$ cat config.mk
export PLATFORM = sky130hd
export DESIGN_NAME = ara_responder
export DESIGN_NICKNAME = d
export VERILOG_FILES = /design/src/rtl/ara_pkg.sv /design/src/rtl/ara_line_mon.sv /design/src/rtl/ara_alert_fsm.sv /design/src/rtl/ara_tx_shift.sv /design/src/rtl/ara_responder.sv
export SDC_FILE = /design/constraint.sdc
export NUM_CORES = 1
export LEC_CHECK = 0
export BUFFER_PORTS_ARGS = -buffer_cell sky130_fd_sc_hd__buf_4
export CAP_MARGIN = 10
export CORE_UTILIZATION = 35
export CTS_CLUSTER_DIAMETER = 60
export CTS_CLUSTER_SIZE = 28
export DETAILED_ROUTE_END_ITERATION = 8
export PLACE_DENSITY = 0.54
export SLEW_MARGIN = 20
export SYNTH_ARGS = -nofsm -noshare
export SYNTH_HDL_FRONTEND = slang
export SYNTH_SLANG_ARGS = --single-unit
$ cat constraint.sdc
create_clock -name clk -period 2.4 [get_ports clk]
set_input_delay 0.36 -clock clk [delete_from_list [all_inputs] [get_ports clk]]
set_output_delay 0.36 -clock clk [all_outputs]
set_load 0.005 [all_outputs]
$ cat src/rtl/ara_pkg.sv
package ara_pkg;

    localparam logic [6:0] ARA_ADDR = 7'b0001100;

    typedef enum logic [2:0] {
        BUS_IDLE,
        BUS_ADDR,
        BUS_DECIDE,
        BUS_ACK,
        BUS_SEND,
        BUS_MACK,
        BUS_SKIP
    } bus_state_e;

    typedef enum logic [1:0] {
        ALR_CLEAR,
        ALR_PENDING,
        ALR_ANSWERED
    } alr_state_e;

endpackage

$ cat src/rtl/ara_line_mon.sv
module ara_line_mon (
    input  logic clk,
    input  logic rst_n,
    input  logic scl_i,
    input  logic sda_i,
    output logic scl_rise_o,
    output logic scl_fall_o,
    output logic start_o,
    output logic stop_o
);

    logic scl_q;
    logic sda_q;

    always_ff @(posedge clk or negedge rst_n) begin
        if (!rst_n) begin
            scl_q <= 1'b1;
            sda_q <= 1'b1;
        end else begin
            scl_q <= scl_i;
            sda_q <= sda_i;
        end
    end

    always_comb begin
        scl_rise_o = scl_i & ~scl_q;
        scl_fall_o = ~scl_i & scl_q;
        start_o    = scl_i & scl_q & sda_q & ~sda_i;
        stop_o     = scl_i & scl_q & ~sda_q & sda_i;
    end

endmodule

$ cat src/rtl/ara_alert_fsm.sv
module ara_alert_fsm
    import ara_pkg::*;
(
    input  logic clk,
    input  logic rst_n,
    input  logic error_i,
    input  logic status_rd_i,
    input  logic won_i,
    output logic pending_o,
    output logic alert_o
);

    alr_state_e st_q, st_d;

    always_ff @(posedge clk or negedge rst_n) begin
        if (!rst_n) st_q <= ALR_CLEAR;
        else        st_q <= st_d;
    end

    always_comb begin
        st_d = st_q;
        unique case (st_q)
            ALR_CLEAR:    if (error_i) st_d = ALR_PENDING;
            ALR_PENDING:  if (won_i) st_d = ALR_ANSWERED;
            ALR_ANSWERED: if (status_rd_i) st_d = error_i ? ALR_PENDING : ALR_CLEAR;
            default:      st_d = ALR_CLEAR;
        endcase
    end

    always_comb begin
        pending_o = (st_q == ALR_PENDING);
        alert_o   = (st_q != ALR_CLEAR);
    end

endmodule

$ cat src/rtl/ara_tx_shift.sv
module ara_tx_shift #(
    parameter int         BYTE_W   = 8,
    parameter logic [6:0] DEV_ADDR = 7'h2E
) (
    input  logic clk,
    input  logic rst_n,
    input  logic load_i,
    input  logic shift_i,
    input  logic sample_i,
    input  logic sda_i,
    output logic drive_low_o,
    output logic lost_o
);

    localparam int PAD_W = BYTE_W - 7;

    logic [BYTE_W-1:0] tx_q;
    logic              lost_q;

    always_ff @(posedge clk or negedge rst_n) begin
        if (!rst_n) begin
            tx_q   <= '1;
            lost_q <= 1'b0;
        end else if (load_i) begin
            tx_q   <= {DEV_ADDR, {PAD_W{1'b0}}};
            lost_q <= 1'b0;
        end else begin
            if (sample_i && tx_q[BYTE_W-1] && !sda_i) lost_q <= 1'b1;
            if (shift_i) tx_q <= {tx_q[BYTE_W-2:0], 1'b1};
        end
    end

    always_comb begin
        drive_low_o = ~lost_q & ~tx_q[BYTE_W-1];
        lost_o      = lost_q;
    end

endmodule

$ cat src/rtl/ara_responder.sv
module ara_responder
    import ara_pkg::*;
#(
    parameter logic [6:0] DEV_ADDR = 7'h2E
) (
    input  logic clk,
    input  logic rst_n,
    input  logic scl_i,
    input  logic sda_i,
    input  logic error_i,
    input  logic status_rd_i,
    output logic alert_drive_o,
    output logic sda_drive_o
);

    localparam int                BYTE_W   = 8;
    localparam int                CNT_W    = $clog2(BYTE_W + 1);
    localparam logic [BYTE_W-1:0] ARA_READ = {ARA_ADDR, 1'b1};

    generate
        if (DEV_ADDR == ARA_ADDR) begin : g_bad_addr
            $error("device address collides with the alert response address");
        end
    endgenerate

    logic scl_rise, scl_fall, start_det, stop_det;
    logic pending, won, tx_drv, tx_lost;
    logic tx_load, tx_shift, tx_sample;

    bus_state_e        st_q, st_d;
    logic [CNT_W-1:0]  cnt_q;
    logic [BYTE_W-1:0] rx_q;

    ara_line_mon u_mon (
        .clk       (clk),
        .rst_n     (rst_n),
        .scl_i     (scl_i),
        .sda_i     (sda_i),
        .scl_rise_o(scl_rise),
        .scl_fall_o(scl_fall),
        .start_o   (start_det),
        .stop_o    (stop_det)
    );

    // state register
    always_ff @(posedge clk or negedge rst_n) begin
        if (!rst_n) st_q <= BUS_IDLE;
        else        st_q <= st_d;
    end

    // next state
    always_comb begin
        st_d = st_q;
        if (start_det) begin
            st_d = BUS_ADDR;
        end else if (stop_det) begin
            st_d = BUS_IDLE;
        end else begin
            unique case (st_q)
                BUS_IDLE:   st_d = BUS_IDLE;
                BUS_ADDR:   if (scl_rise && cnt_q == CNT_W'(BYTE_W - 1)) st_d = BUS_DECIDE;
                BUS_DECIDE: if (scl_fall) st_d = (rx_q == ARA_READ && pending) ? BUS_ACK : BUS_SKIP;
                BUS_ACK:    if (scl_fall) st_d = BUS_SEND;
                BUS_SEND:   if (scl_fall && cnt_q == CNT_W'(BYTE_W)) st_d = BUS_MACK;
                BUS_MACK:   if (scl_fall) st_d = BUS_SKIP;
                BUS_SKIP:   st_d = BUS_SKIP;
                default:    st_d = BUS_IDLE;
            endcase
        end
    end

    // bit counter and address shift register
    always_ff @(posedge clk or negedge rst_n) begin
        if (!rst_n) begin
            cnt_q <= '0;
            rx_q  <= '0;
        end else if (start_det) begin
            cnt_q <= '0;
        end else if (st_q == BUS_ADDR && scl_rise) begin
            rx_q  <= {rx_q[BYTE_W-2:0], sda_i};
            cnt_q <= cnt_q + 1'b1;
        end else if (st_q == BUS_ACK && scl_fall) begin
            cnt_q <= '0;
        end else if (st_q == BUS_SEND && scl_rise) begin
            cnt_q <= cnt_q + 1'b1;
        end
    end

    always_comb begin
        tx_load   = (st_q == BUS_ACK)  && scl_fall && !start_det && !stop_det;
        tx_shift  = (st_q == BUS_SEND) && scl_fall;
        tx_sample = (st_q == BUS_SEND) && scl_rise;
        won       = (st_q == BUS_SEND) && scl_fall && !start_det && !stop_det
                    && cnt_q == CNT_W'(BYTE_W) && !tx_lost;
    end

    ara_tx_shift #(
        .BYTE_W  (BYTE_W),
        .DEV_ADDR(DEV_ADDR)
    ) u_tx (
        .clk        (clk),
        .rst_n      (rst_n),
        .load_i     (tx_load),
        .shift_i    (tx_shift),
        .sample_i   (tx_sample),
        .sda_i      (sda_i),
        .drive_low_o(tx_drv),
        .lost_o     (tx_lost)
    );

    ara_alert_fsm u_alert (
        .clk        (clk),
        .rst_n      (rst_n),
        .error_i    (error_i),
        .status_rd_i(status_rd_i),
        .won_i      (won),
        .pending_o  (pending),
        .alert_o    (alert_drive_o)
    );

    // outputs
    always_comb begin
        sda_drive_o = (st_q == BUS_ACK) | ((st_q == BUS_SEND) & tx_drv);
    end

endmodule

; ---- After elaboration in Yosys (flattened, before gate mapping)
; Cells that the tools add are included.
[classes]
div_mod_pow = 0
n_bitwise = 17
n_eq_ne = 19
add_sub_neg = 1
mux = 22
n_lt_le_gt_ge = 0
n_reduce_logical = 27
multipliers = 0
shifts = 0
[ops]
columns = op, n
row1 = 3-bit two-way mux, 8
row2 = "4-bit != test, second input constant", 5
row3 = 3-bit one-hot mux with 6 select lines, 1
row4 = 4-bit two-way mux, 4
row5 = 8-bit two-way mux, 2
row6 = 1-bit logical AND, 15
row7 = 1-bit AND, 9
row8 = "3-bit equality test, second input constant", 3
row9 = "8-bit by 5-bit equality test with 1-bit output, second input constant", 1
row10 = 1-bit NOT, 7
row11 = "3-bit by 2-bit equality test with 1-bit output, second input constant", 2
row12 = 2-bit two-way mux, 3
row13 = 2-bit one-hot mux with 3 select lines, 1
row14 = 2-bit nonzero test, 3
row15 = 5-bit AND reduction, 1
row16 = "4-bit by 1-bit adder with 4-bit output, second input constant", 1
row17 = "4-bit by 3-bit equality test with 1-bit output, second input constant", 1
row18 = "4-bit equality test, second input constant", 1
row19 = 1-bit logical NOT, 4
row20 = "2-bit != test, second input constant", 2
row21 = 4-bit nonzero test, 1
row22 = "3-bit by 1-bit equality test with 1-bit output, second input constant", 1
row23 = 1-bit two-way mux, 3
row24 = 3-bit AND reduction, 1
row25 = 6 further kinds, 6
[word_totals]
out_inout_bits = 2
rom_bits = 0
mem_bits_rw = 0
inputBits = 6
wordCells = 94
ff_bits = 28
memories = 0
latch_bits = 0

; ---- Depth between registers and ports, before layout
; Gate-level depths: netlist (run 1).
[logic_depth]
depth_word = 10
depth_mapped = 6
mapped_depth_nobuf = 6

; ---- By module
; From an unflattened synthesis (run 1), not the netlist that was laid out.
[hier_totals]
hier_cells = 123
hier_area_um2 = 1391.3
[modules_own_cells]
columns = mod, cells_each, instances, area_per_inst_um2, seq_area_each_um2
row1 = ara_responder, 77, 1, 822.0, 375.4
row2 = ara_tx_shift, 31, 1, 386.6, 235.2
row3 = ara_alert_fsm, 9, 1, 97.6, 50.0
row4 = ara_line_mon, 6, 1, 85.1, 52.6

; ---- Least setup slack after synthesis (run 1)
; Ideal clock, no wire load.
[synth_path]
path_kind = flip-flop to flip-flop
startpoint = register st_q[2]
endpoint = register u_alert.st_q[1]
arrival_ns = 1.629
path_stages_with_launch = 6
setup_time_ns = 0.076
path_buffers = 1
period_less_slack_ns = 1.705
required_time_ns = 2.324
path_slack_ns = 0.695
path_cell_list = dfrtp_1 -> buf_4 -> or3b_4 -> or2_1 -> or4_1 -> o21ai_1
[synth_via]
elab_chain_cells = 8
[synth_rtl]
columns = element, line_no
row1 = from (decl), ara_responder.sv:30  ; bus_state_e st_q, st_d;
row2 = from (signal assigned), ara_responder.sv:48  ; else st_q <= st_d;
row3 = 3-bit equality test, ara_responder.sv:93  ; won = (st_q == BUS_SEND) && scl_fall && !start_det && !stop_det
row4 = 1-bit logical AND (3 in a row), ara_responder.sv:93
row5 = 1-bit logical AND (2 in a row), ara_responder.sv:94  ; && cnt_q == CNT_W'(BYTE_W) && !tx_lost;
row6 = 2-bit by 1-bit != test with 1-bit output (no source line), n/a
row7 = 3-bit AND reduction (no source line), n/a
row8 = to (signal assigned), ara_alert_fsm.sv:17  ; else st_q <= st_d;
row9 = to (decl), ara_alert_fsm.sv:13  ; alr_state_e st_q, st_d;
; Every way passes these cells.
; A chain may end at the register's enable or synchronous reset.

; ---- Final worst setup path (run 1)
[layout_path]
startpoint = register st_q[1]
endpoint = register u_alert.st_q[1]
; Same word-level chain as after synthesis.

==> results of run 1 <==
==> flip-flops by register name (all words and copies together) (netlist names) <==
name	cells
u_mon.scl_q	1
u_tx.lost_o	1
st_q	3
u_mon.sda_q	1
u_alert.st_q	2
u_tx.tx_q	8
rx_q	8
cnt_q	4
==> cells by family after synthesis <==
family                   after synthesis  synth area share [%]
buffers and inverters                  9                  2.74
flip-flops                            28                  52.0
AND/OR/NAND/NOR                       49                  20.4
AO/OA/AOI/OAI                         24                  11.8
multiplexers                          10                  8.11
adder cells (fa/ha/maj)                2                  1.82
XOR/XNOR                               5                  3.19
==> cell type report <==
| type | instances | area (sq um) |
|---|---|---|
| well taps | 48 | 60.1 |
| inverters | 5 | 18.8 |
| clock buffers | 4 | 55.1 |
| fillers | 372 | 2190 |
| repair buffers | 8 | 60.1 |
| multi-input cells | 90 | 622 |
| flip-flops and latches | 28 | 713 |
==> critical path, stage by stage (launching register included) <==
cell and delay [ns]:
dfrtp_1 0.50, or3b_4 0.45, or2_1 0.37, or4_1 0.54, o21ai_1 0.08
==> metal layers <==
layer / up-vias / track usage [%] / wire length, um
met1: 462 / 16.9 / 1180
met2: 16 / 23.0 / 1130
met4: 0 / 4.44 / 45
met5: - / 0 / 0
li1: 479 / - / -
met3: 4 / 4.58 / 112
==> stage by stage <==
stage	cells	total power (W)
5_1_grt	183	0.00162
3_5_place_dp	179	0.00122
4_1_cts	183	0.00152
6_report	183	0.00150
3_3_place_gp	179	0.00122
2_1_floorplan	127	0.00111
==> how the worst max path moves through the flow <==
stage,endpoint,slack [ns],cells after the start
6_report,u_alert.st_q[1]$_DFFE_PN0P_,0.39,4
5_1_grt,sda_drive_o,0.27,3
4_1_cts,sda_drive_o,0.37,3
3_5_place_dp,u_alert.st_q[1]$_DFFE_PN0P_,0.41,4
3_3_place_gp,u_alert.st_q[1]$_DFFE_PN0P_,0.44,4
2_1_floorplan,u_alert.st_q[1]$_DFFE_PN0P_,0.69,5
==> where the power goes <==
group          switching, W  internal, W  leakage [nW]
clock              0.000139     0.000147        0.0288
sequential         0.000121     0.000647         0.337
combinational      0.000221     0.000221         0.301
==> synth_stat cells (all sizes together), types with 2 or more instances <==
cell type,instances
o32ai,2
xor2,3
or2,3
inv,5
nand4b,2
nor2b,2
nor4bb,2
a31oi,3
nor2,7
dfstp,10
nand2,11
dfrtp,18
nand2b,4
a21oi,3
o21ai,8
nor3b,2
nand3,7
nor3,2
ha,2
o22a,4
clkbuf,3
mux2,9
xnor2,2
==> flow_metrics.tcl, run 1 <==
set metrics [dict create \
    netlist_instances 127 \
    grt_max_degree 29 \
    cts_hold_buf 0 \
    path_class "flop to flop" \
    final_common_cell "dfrtp_1" \
    ctsRootBufferMaster "clkbuf_8" \
    die_area_sq_mm 0.00418 \
    yosysSeqAreaShare_pct 52.0 \
    cts_resized 0 \
    mostFrequentLayoutCells "dfrtp_1 (18), nand2_1 (11), dfstp_2 (10)" \
    outcome "complete, but fails checks" \
    failed_checks "negative hold slack" \
    async_reset_ff_share_pct 100 \
    initial_core_util_pct 36.9 \
    hpwl_mm 1.79 \
    synthesis.area_sq_mm 0.00137 \
    core-area_sq_mm 0.00372 \
    grt_pass1_vias 1005 \
    yosysTopAreaCell "dfrtp_1" \
    post-route-period-util_pct 83.7 \
    wirelength_mm 2.48 \
    numCtsBuffers 3 \
    die_h_um 64.6 \
    rsz0062_at_grt "no" \
    startpoint "st_q[1]$_DFFE_PN0P_" \
    start_kind "flop" \
    wl_per_cell_um 13.5 \
    rows 22 \
    timing.rr.end "u_alert.st_q[1]$_DFFE_PN0P_" \
    cts_tree "yes" \
    peakVddDrop_uv 432 \
    track_usage_pct 13.9 \
    cts_max_path_buffers 2 \
    synth_cell_types 39 \
    leakage_nw 0.667 \
    dr_total_vias 961 \
    clock_sinks 28 \
    post_cts_buffers 0 \
    worst-r2r-cell-count 4 \
    tns_ns 0 \
    finalWeightedCongestion 0.881 \
    hold_class "primary input to asynchronous set/reset pin" \
    holdWs_ns -0.0117 \
    routed_via_density 5.25 \
    worst_pin_slew_ns 0.440 \
    max_cap_viol_count 0 \
    drcViolationCount 0 \
    layout-drive-gt1-share_pct 26.7 \
    critical_path_arrival_ns 2.21 \
    cp.required_ns 2.60 \
    clkTransAtPathRegs_ns 0.09 \
    io_buffer_count 7 \
    setup_viol 0 \
    grt_pass1_wl_mm 4.48 \
    pre_cts_ws_ns 0.408 \
    cp_max_fo 12 \
    p_per_area_mw_per_mm2 979 \
    period_minus_slack_ns 2.01 \
    maxSlewViolCount 0 \
    num_antenna_cells 0 \
    yosys_warnings 0 \
    utilization_pct 41.1 \
    synth_area_leaders "dfrtp_1 (33%), dfstp_2 (19%), mux2_2 (7.4%), nand2_1 (3.0%), nand3_1 (2.6%)" \
    grt_antenna_before_repair 0 \
    slew_headroom_pct 70.5 \
    hold_violations 18 \
    die_x_um 64.6 \
    place_area_sq_mm 0.00147 \
    netlist.area_leader.share_pct 32.8 \
    synth_fp_nets 135 \
    io_pins 8 \
    rrSetupSlack_ns 0.39 \
    clock_skew_ns 0.00406 \
    drtPass1Iterations 4 \
    grt-ovfl-total 0 \
    drt_first_iter_violations 24 \
    cts_htree_levels 1 \
    synth_ff_type "dfrtp_1" \
    crit_path_end_kind "flop" \
    stdcell_area_sq_mm 0.00153 \
    synth-edff-count 0 \
    syn_area_per_cell_sq_um 10.8 \
    drtAntennaViolNets 0 \
    insertion_delay_ns 0.27 \
    r2r_start "st_q[1]$_DFFE_PN0P_" \
    num-nets-final 144 \
    max_freq_mhz 498 \
    fin_ws_ns 0.390 \
    area_growth_pct 11.4 \
    ys_ff_latch 28 \
]
No activity file was read; power rests on OpenSTA's default activity.
==> run 2, diff against run 1 <==
==> constraint.sdc (replaced) <==
create_clock -name clk -period 1.9 [get_ports clk]
set_input_delay 0.285 -clock clk [delete_from_list [all_inputs] [get_ports clk]]
set_output_delay 0.285 -clock clk [all_outputs]
set_load 0.005 [all_outputs]
==> run 2 against run 1 <==
  * The run now ends clean
  * Hold slack better by 0.15 ns
  * Via count down 0.83%
  * Global-route usage down 0.20 points
  * Register-to-register slack worse by 0.20 ns
  * Critical endpoint is now sda_drive_o
  * Cell area rose by 3.7%
  * Clock-buffer cell count fell by 1
  * Sequential share of layout area decreased by 1.7 points
  * Largest power group unchanged
  * Wire length is 1.2% lower
==> flow_metrics.tcl, run 2 (same netlist as run 1, synthesis figures left out) <==
set metrics [dict create \
    outcome "finished clean" \
    crit_end "sda_drive_o" \
    numCtsBuffers 3 \
    die_h_um 64.6 \
    post_cts_buffers 0 \
    drtAntennaViolNets 0 \
    hold_violations 0 \
    path_class "flop to output pin" \
    io_pins 8 \
    timing.rr.end "u_alert.st_q[1]$_DFFE_PN0P_" \
    area_growth_pct 15.5 \
    mostFrequentLayoutCells "dfrtp_1 (18), buf_4 (12), nand2_1 (11)" \
    hold_class "primary input to flop" \
    routed_via_density 5.07 \
    crit_path_end_kind "output pin" \
    clock_sinks 28 \
    grt_antenna_before_repair 0 \
    wirelength_mm 2.45 \
    cp_max_fo 4 \
    maxSlewViolCount 0 \
    finalWeightedCongestion 0.857 \
    initial_core_util_pct 36.9 \
    die_area_sq_mm 0.00418 \
    p_per_area_mw_per_mm2 1290 \
    rows 22 \
    leakage_nw 0.697 \
    pre_cts_ws_ns 0.223 \
    insertion_delay_ns 0.28 \
    peakVddDrop_uv 404 \
    wl_per_cell_um 13.0 \
    startpoint "st_q[1]$_DFFE_PN0P_" \
    place_area_sq_mm 0.00150 \
    reg_top3 "rx_q x8, u_tx.tx_q x8, cnt_q x4" \
    max_freq_mhz 552 \
    layout-drive-gt1-share_pct 28.6 \
    cts_resized 0 \
    slew_headroom_pct 74.6 \
    hpwl_mm 1.82 \
    cts_tree "yes" \
    ctsRootBufferMaster "clkbuf_8" \
    clock_skew_ns 0.00209 \
    worst_pin_slew_ns 0.379 \
    setup_viol 0 \
    fillers 365 \
    r2r_start "st_q[1]$_DFFE_PN0P_" \
    period_minus_slack_ns 1.81 \
    worst-r2r-cell-count 4 \
    post-route-period-util_pct 95.4 \
    rrSetupSlack_ns 0.19 \
    grt-ovfl-total 0 \
    drt_first_iter_violations 43 \
    start_kind "flop" \
    num-nets-final 149 \
    tns_ns 0 \
    dr_total_vias 953 \
    track_usage_pct 13.7 \
    stdcell_area_sq_mm 0.00159 \
    core-area_sq_mm 0.00372 \
    cp.required_ns 1.62 \
    fin_ws_ns 0.0875 \
    max_cap_viol_count 0 \
    grt_pass1_wl_mm 4.42 \
    final_common_cell "dfrtp_1" \
    grt_max_degree 29 \
    cts_htree_levels 1 \
    drcViolationCount 0 \
    die_x_um 64.6 \
    grt_pass1_vias 1013 \
    utilization_pct 42.7 \
    num_antenna_cells 0 \
    critical_path_arrival_ns 1.53 \
    clkTransAtPathRegs_ns 0.10 \
    holdWs_ns 0.138 \
    rsz0062_at_grt "no" \
    cts_max_path_buffers 2 \
    drtPass1Iterations 5 \
    io_buffer_count 7 \
]
## run 2: per-layer routing
layer / vias up / GRT usage, % / wire, um
met2: 8 / 23.3 / 1200
li1: 488 / - / -
met3: 3 / 1.58 / 46
met1: 454 / 17.7 / 1170
met4: 0 / 5.00 / 30
met5: - / 0 / 0
## run 2: area by class of cell
class,count,area (sq um),area share (%)
inverter,5,18.8,1.18
sequential,28,713,45.0
tap,48,60.1,3.79
clock buffer,3,41.3,2.60
clock inverter,1,30.0,1.89
timing repair buffer,13,100,6.31
multi-input combinational,90,622,39.2
## run 2: per-stage QoR
step	power, W	std cells
final	0.00204	188
after floorplan	0.00140	127
after detailed placement	0.00158	183
after CTS	0.00206	188
after global placement	0.00156	183
after global routing	0.00219	188
## run 2: power by group
part           switching (W)  internal, W  total [W]
combinational       0.000322     0.000313   0.000635
clock               0.000192     0.000282   0.000474
sequential          0.000113     0.000818   0.000932
## run 2: worst max-delay path: stages, from the launching register on
cell     delay (ns)
dfrtp_1        0.39
or3b_4         0.41
o32ai_1        0.28
buf_4          0.17
## run 2: worst min-delay path by stage
stage	cells after the start	from	end	slack, ns
2_1_floorplan	0	rst_n	cnt_q[0]$_DFFE_PN0P_	-0.01
3_3_place_gp	1	rst_n	cnt_q[0]$_DFFE_PN0P_	0.22
3_5_place_dp	1	rst_n	cnt_q[0]$_DFFE_PN0P_	0.22
4_1_cts	1	scl_i	u_mon.scl_q$_DFF_PN1_	0.13
5_1_grt	1	scl_i	u_mon.scl_q$_DFF_PN1_	0.13
6_report	1	scl_i	u_mon.scl_q$_DFF_PN1_	0.14
## run 2: repair_timing
| action | in CTS | in global routing |
|---|---|---|
| setup endpoints to repair | 0 | 0 |
| endpoints found under the hold margin | 18 | 0 |
| hold buffers | 1 | 0 |
==> run 3, diff against run 2 <==
--- a/config.mk
+++ b/config.mk
@@ -7,11 +7,12 @@
 export LEC_CHECK = 0
 export BUFFER_PORTS_ARGS = -buffer_cell sky130_fd_sc_hd__buf_4
 export CAP_MARGIN = 10
-export CORE_UTILIZATION = 35
+export CORE_UTILIZATION = 30
 export CTS_CLUSTER_DIAMETER = 60
 export CTS_CLUSTER_SIZE = 28
 export DETAILED_ROUTE_END_ITERATION = 8
-export PLACE_DENSITY = 0.54
+export GPL_ROUTABILITY_DRIVEN = 0
+export PLACE_DENSITY = 0.48
 export SLEW_MARGIN = 20
 export SYNTH_ARGS = -nofsm -noshare
 export SYNTH_HDL_FRONTEND = slang
==> run 3 against run 2 <==
  * Sequential cell count stayed put
  * Hold slack better by 0.0094 ns
  * Largest power group unchanged
  * Wire length is 11% higher
  * Utilization is 6.4 points lower
  * Die area is 16% higher
  * Global-route usage is 1.1 points lower
  * Fmax is 1.0% lower
  * Total power is 0.87% higher
  * Sequential share of layout area is 0.14 points lower
  * Clock-buffer cell count stayed put
==> flow_metrics.tcl, run 3 (same netlist as run 1, synthesis figures left out) <==
set metrics [dict create \
    cp.required_ns 1.62 \
    worst_pin_slew_ns 0.392 \
    stdcell_area_sq_mm 0.00159 \
    hold_class "primary input to flop" \
    max_cap_viol_count 0 \
    drt_first_iter_violations 47 \
    cts_htree_levels 1 \
    cp_slowest_cell "or3b_4" \
    p_switching_w 0.000644 \
    cts_tree "yes" \
    insertion_delay_ns 0.28 \
    peakVddDrop_uv 342 \
    grt_antenna_before_repair 0 \
    mostFrequentLayoutCells "dfrtp_1 (18), buf_4 (12), nand2_1 (11)" \
    post-route-period-util_pct 96.4 \
    io_buffer_count 7 \
    wl_per_cell_um 14.1 \
    tns_ns 0 \
    die_x_um 69.6 \
    io_pins 8 \
    final_common_cell "dfrtp_1" \
    crit_path_end_kind "output pin" \
    max_freq_mhz 546 \
    area_growth_pct 15.9 \
    startpoint "st_q[1]$_DFFE_PN0P_" \
    r2r_start "st_q[1]$_DFFE_PN0P_" \
    clock_sinks 28 \
    path_class "flop to output pin" \
    critical_path_arrival_ns 1.55 \
    p_per_area_mw_per_mm2 1290 \
    grt_max_degree 29 \
    leakage_nw 0.697 \
    combPwrFrac_pct 31.9 \
    layout-drive-gt1-share_pct 28.6 \
    maxSlewViolCount 0 \
    num_antenna_cells 0 \
    reg_top3 "rx_q x8, u_tx.tx_q x8, cnt_q x4" \
    track_usage_pct 12.5 \
    wirelength_mm 2.71 \
    fillers 450 \
    initial_core_util_pct 31.3 \
    drcViolationCount 0 \
    core-area_sq_mm 0.00438 \
    clock_skew_ns 0.00389 \
    die_h_um 69.6 \
    dr_total_vias 1001 \
    clkTransAtPathRegs_ns 0.10 \
    setup_viol 0 \
    outcome "finished clean" \
    max_stage_delay_ns 0.41 \
    power.share.clock_pct 22.8 \
    crit_chain "or3b_4, o32ai_1, buf_4" \
    num-nets-final 149 \
    ctsRootBufferMaster "clkbuf_8" \
    rsz0062_at_grt "no" \
    die_area_sq_mm 0.00485 \
    hpwl_mm 1.99 \
    start_kind "flop" \
    period_minus_slack_ns 1.83 \
    cts_resized 0 \
    cts_max_path_buffers 2 \
    slew_headroom_pct 73.5 \
    hold_violations 0 \
    rows 24 \
    drtPass1Iterations 4 \
    grt-ovfl-total 0 \
    grt_pass1_vias 1004 \
    routed_via_density 5.21 \
    switching_share_pct 31.3 \
    place_area_sq_mm 0.00151 \
    numCtsBuffers 3 \
    pwr-share-seq_pct 45.3 \
    hold_start "scl_i" \
    grt_pass1_wl_mm 4.73 \
    p_int_w 0.00141 \
    cp_max_fo 4 \
    drtAntennaViolNets 0 \
]
==> run 3: layer usage <==
metal / GRT usage (%) / routed length [um] / vias to the layer above
li1: - / - / 483
met1: 16.2 / 1190 / 502
met2: 21.0 / 1430 / 12
met3: 2.62 / 63 / 4
met4: 4.00 / 25 / 0
met5: 0 / 0 / -
==> run 3: final cells by class <==
cell class                 count  area (sq um)  share of cell area, %
multi-input combinational     90           622                   39.1
clock buffer                   3          41.3                   2.60
sequential                    28           713                   44.8
inverter                       5          18.8                   1.18
tap                           52          65.1                   4.09
timing repair buffer          13           100                   6.29
clock inverter                 1          30.0                   1.89
==> run 3: power groups by stage <==
stage / Clock (W) / Sequential [W] / Combinational, W
after global placement: 0 / 0.000936 / 0.000633
after floorplan: 0 / 0.000906 / 0.000497
after detailed placement: 0 / 0.000945 / 0.000657
after global routing: 0.000509 / 0.000962 / 0.000728
final: 0.000470 / 0.000932 / 0.000657
after CTS: 0.000488 / 0.000933 / 0.000663
==> run 3: what timing repair did <==
action / 4_1_cts / 5_1_grt
hold buffers: 1 / 0
buffers inserted: 0 / 0
hold endpoints to repair: 18 / 0
==> run 3: critical path: cells and delay by family (launching register included) <==
family | cells | cell delay [ns]
and+or+nand+nor | 1 | 0.41
DFF | 1 | 0.39
buffers and inverters | 1 | 0.17
AOI/OAI and AO/OA | 1 | 0.30
==> run 3: path summary, 6_finish.rpt <==
kind	end	cells past startpoint	slack, ns
min	u_mon.scl_q$_DFF_PN1_	1	0.15
min reg2reg	u_tx.tx_q[0]$_DFFE_PN1P_	2	0.47
max reg2reg	u_alert.st_q[1]$_DFFE_PN0P_	4	0.20
min in group asynchronous	u_alert.st_q[0]$_DFFE_PN0P_	2	0.46
max	sda_drive_o	3	0.07
max in group asynchronous	u_mon.sda_q$_DFF_PN1_	2	1.14
==> run 3: stage by stage <==
| stage | total power (W) | setup slack (ns) | instances | utilization, % | hold slack (ns) |
|---|---|---|---|---|---|
| global placement | 0.00157 | 0.242 | 187 | 34.4 | 0.225 |
| finish | 0.00206 | 0.0691 | 192 | 36.3 | 0.148 |
| global route | 0.00220 | 0.000615 | 192 | 36.3 | 0.136 |
| CTS | 0.00208 | 0.0275 | 192 | 36.3 | 0.138 |
| detailed placement | 0.00160 | 0.211 | 187 | 34.4 | 0.234 |
| floorplan | 0.00140 | 0.195 | 127 | - | -0.0106 |
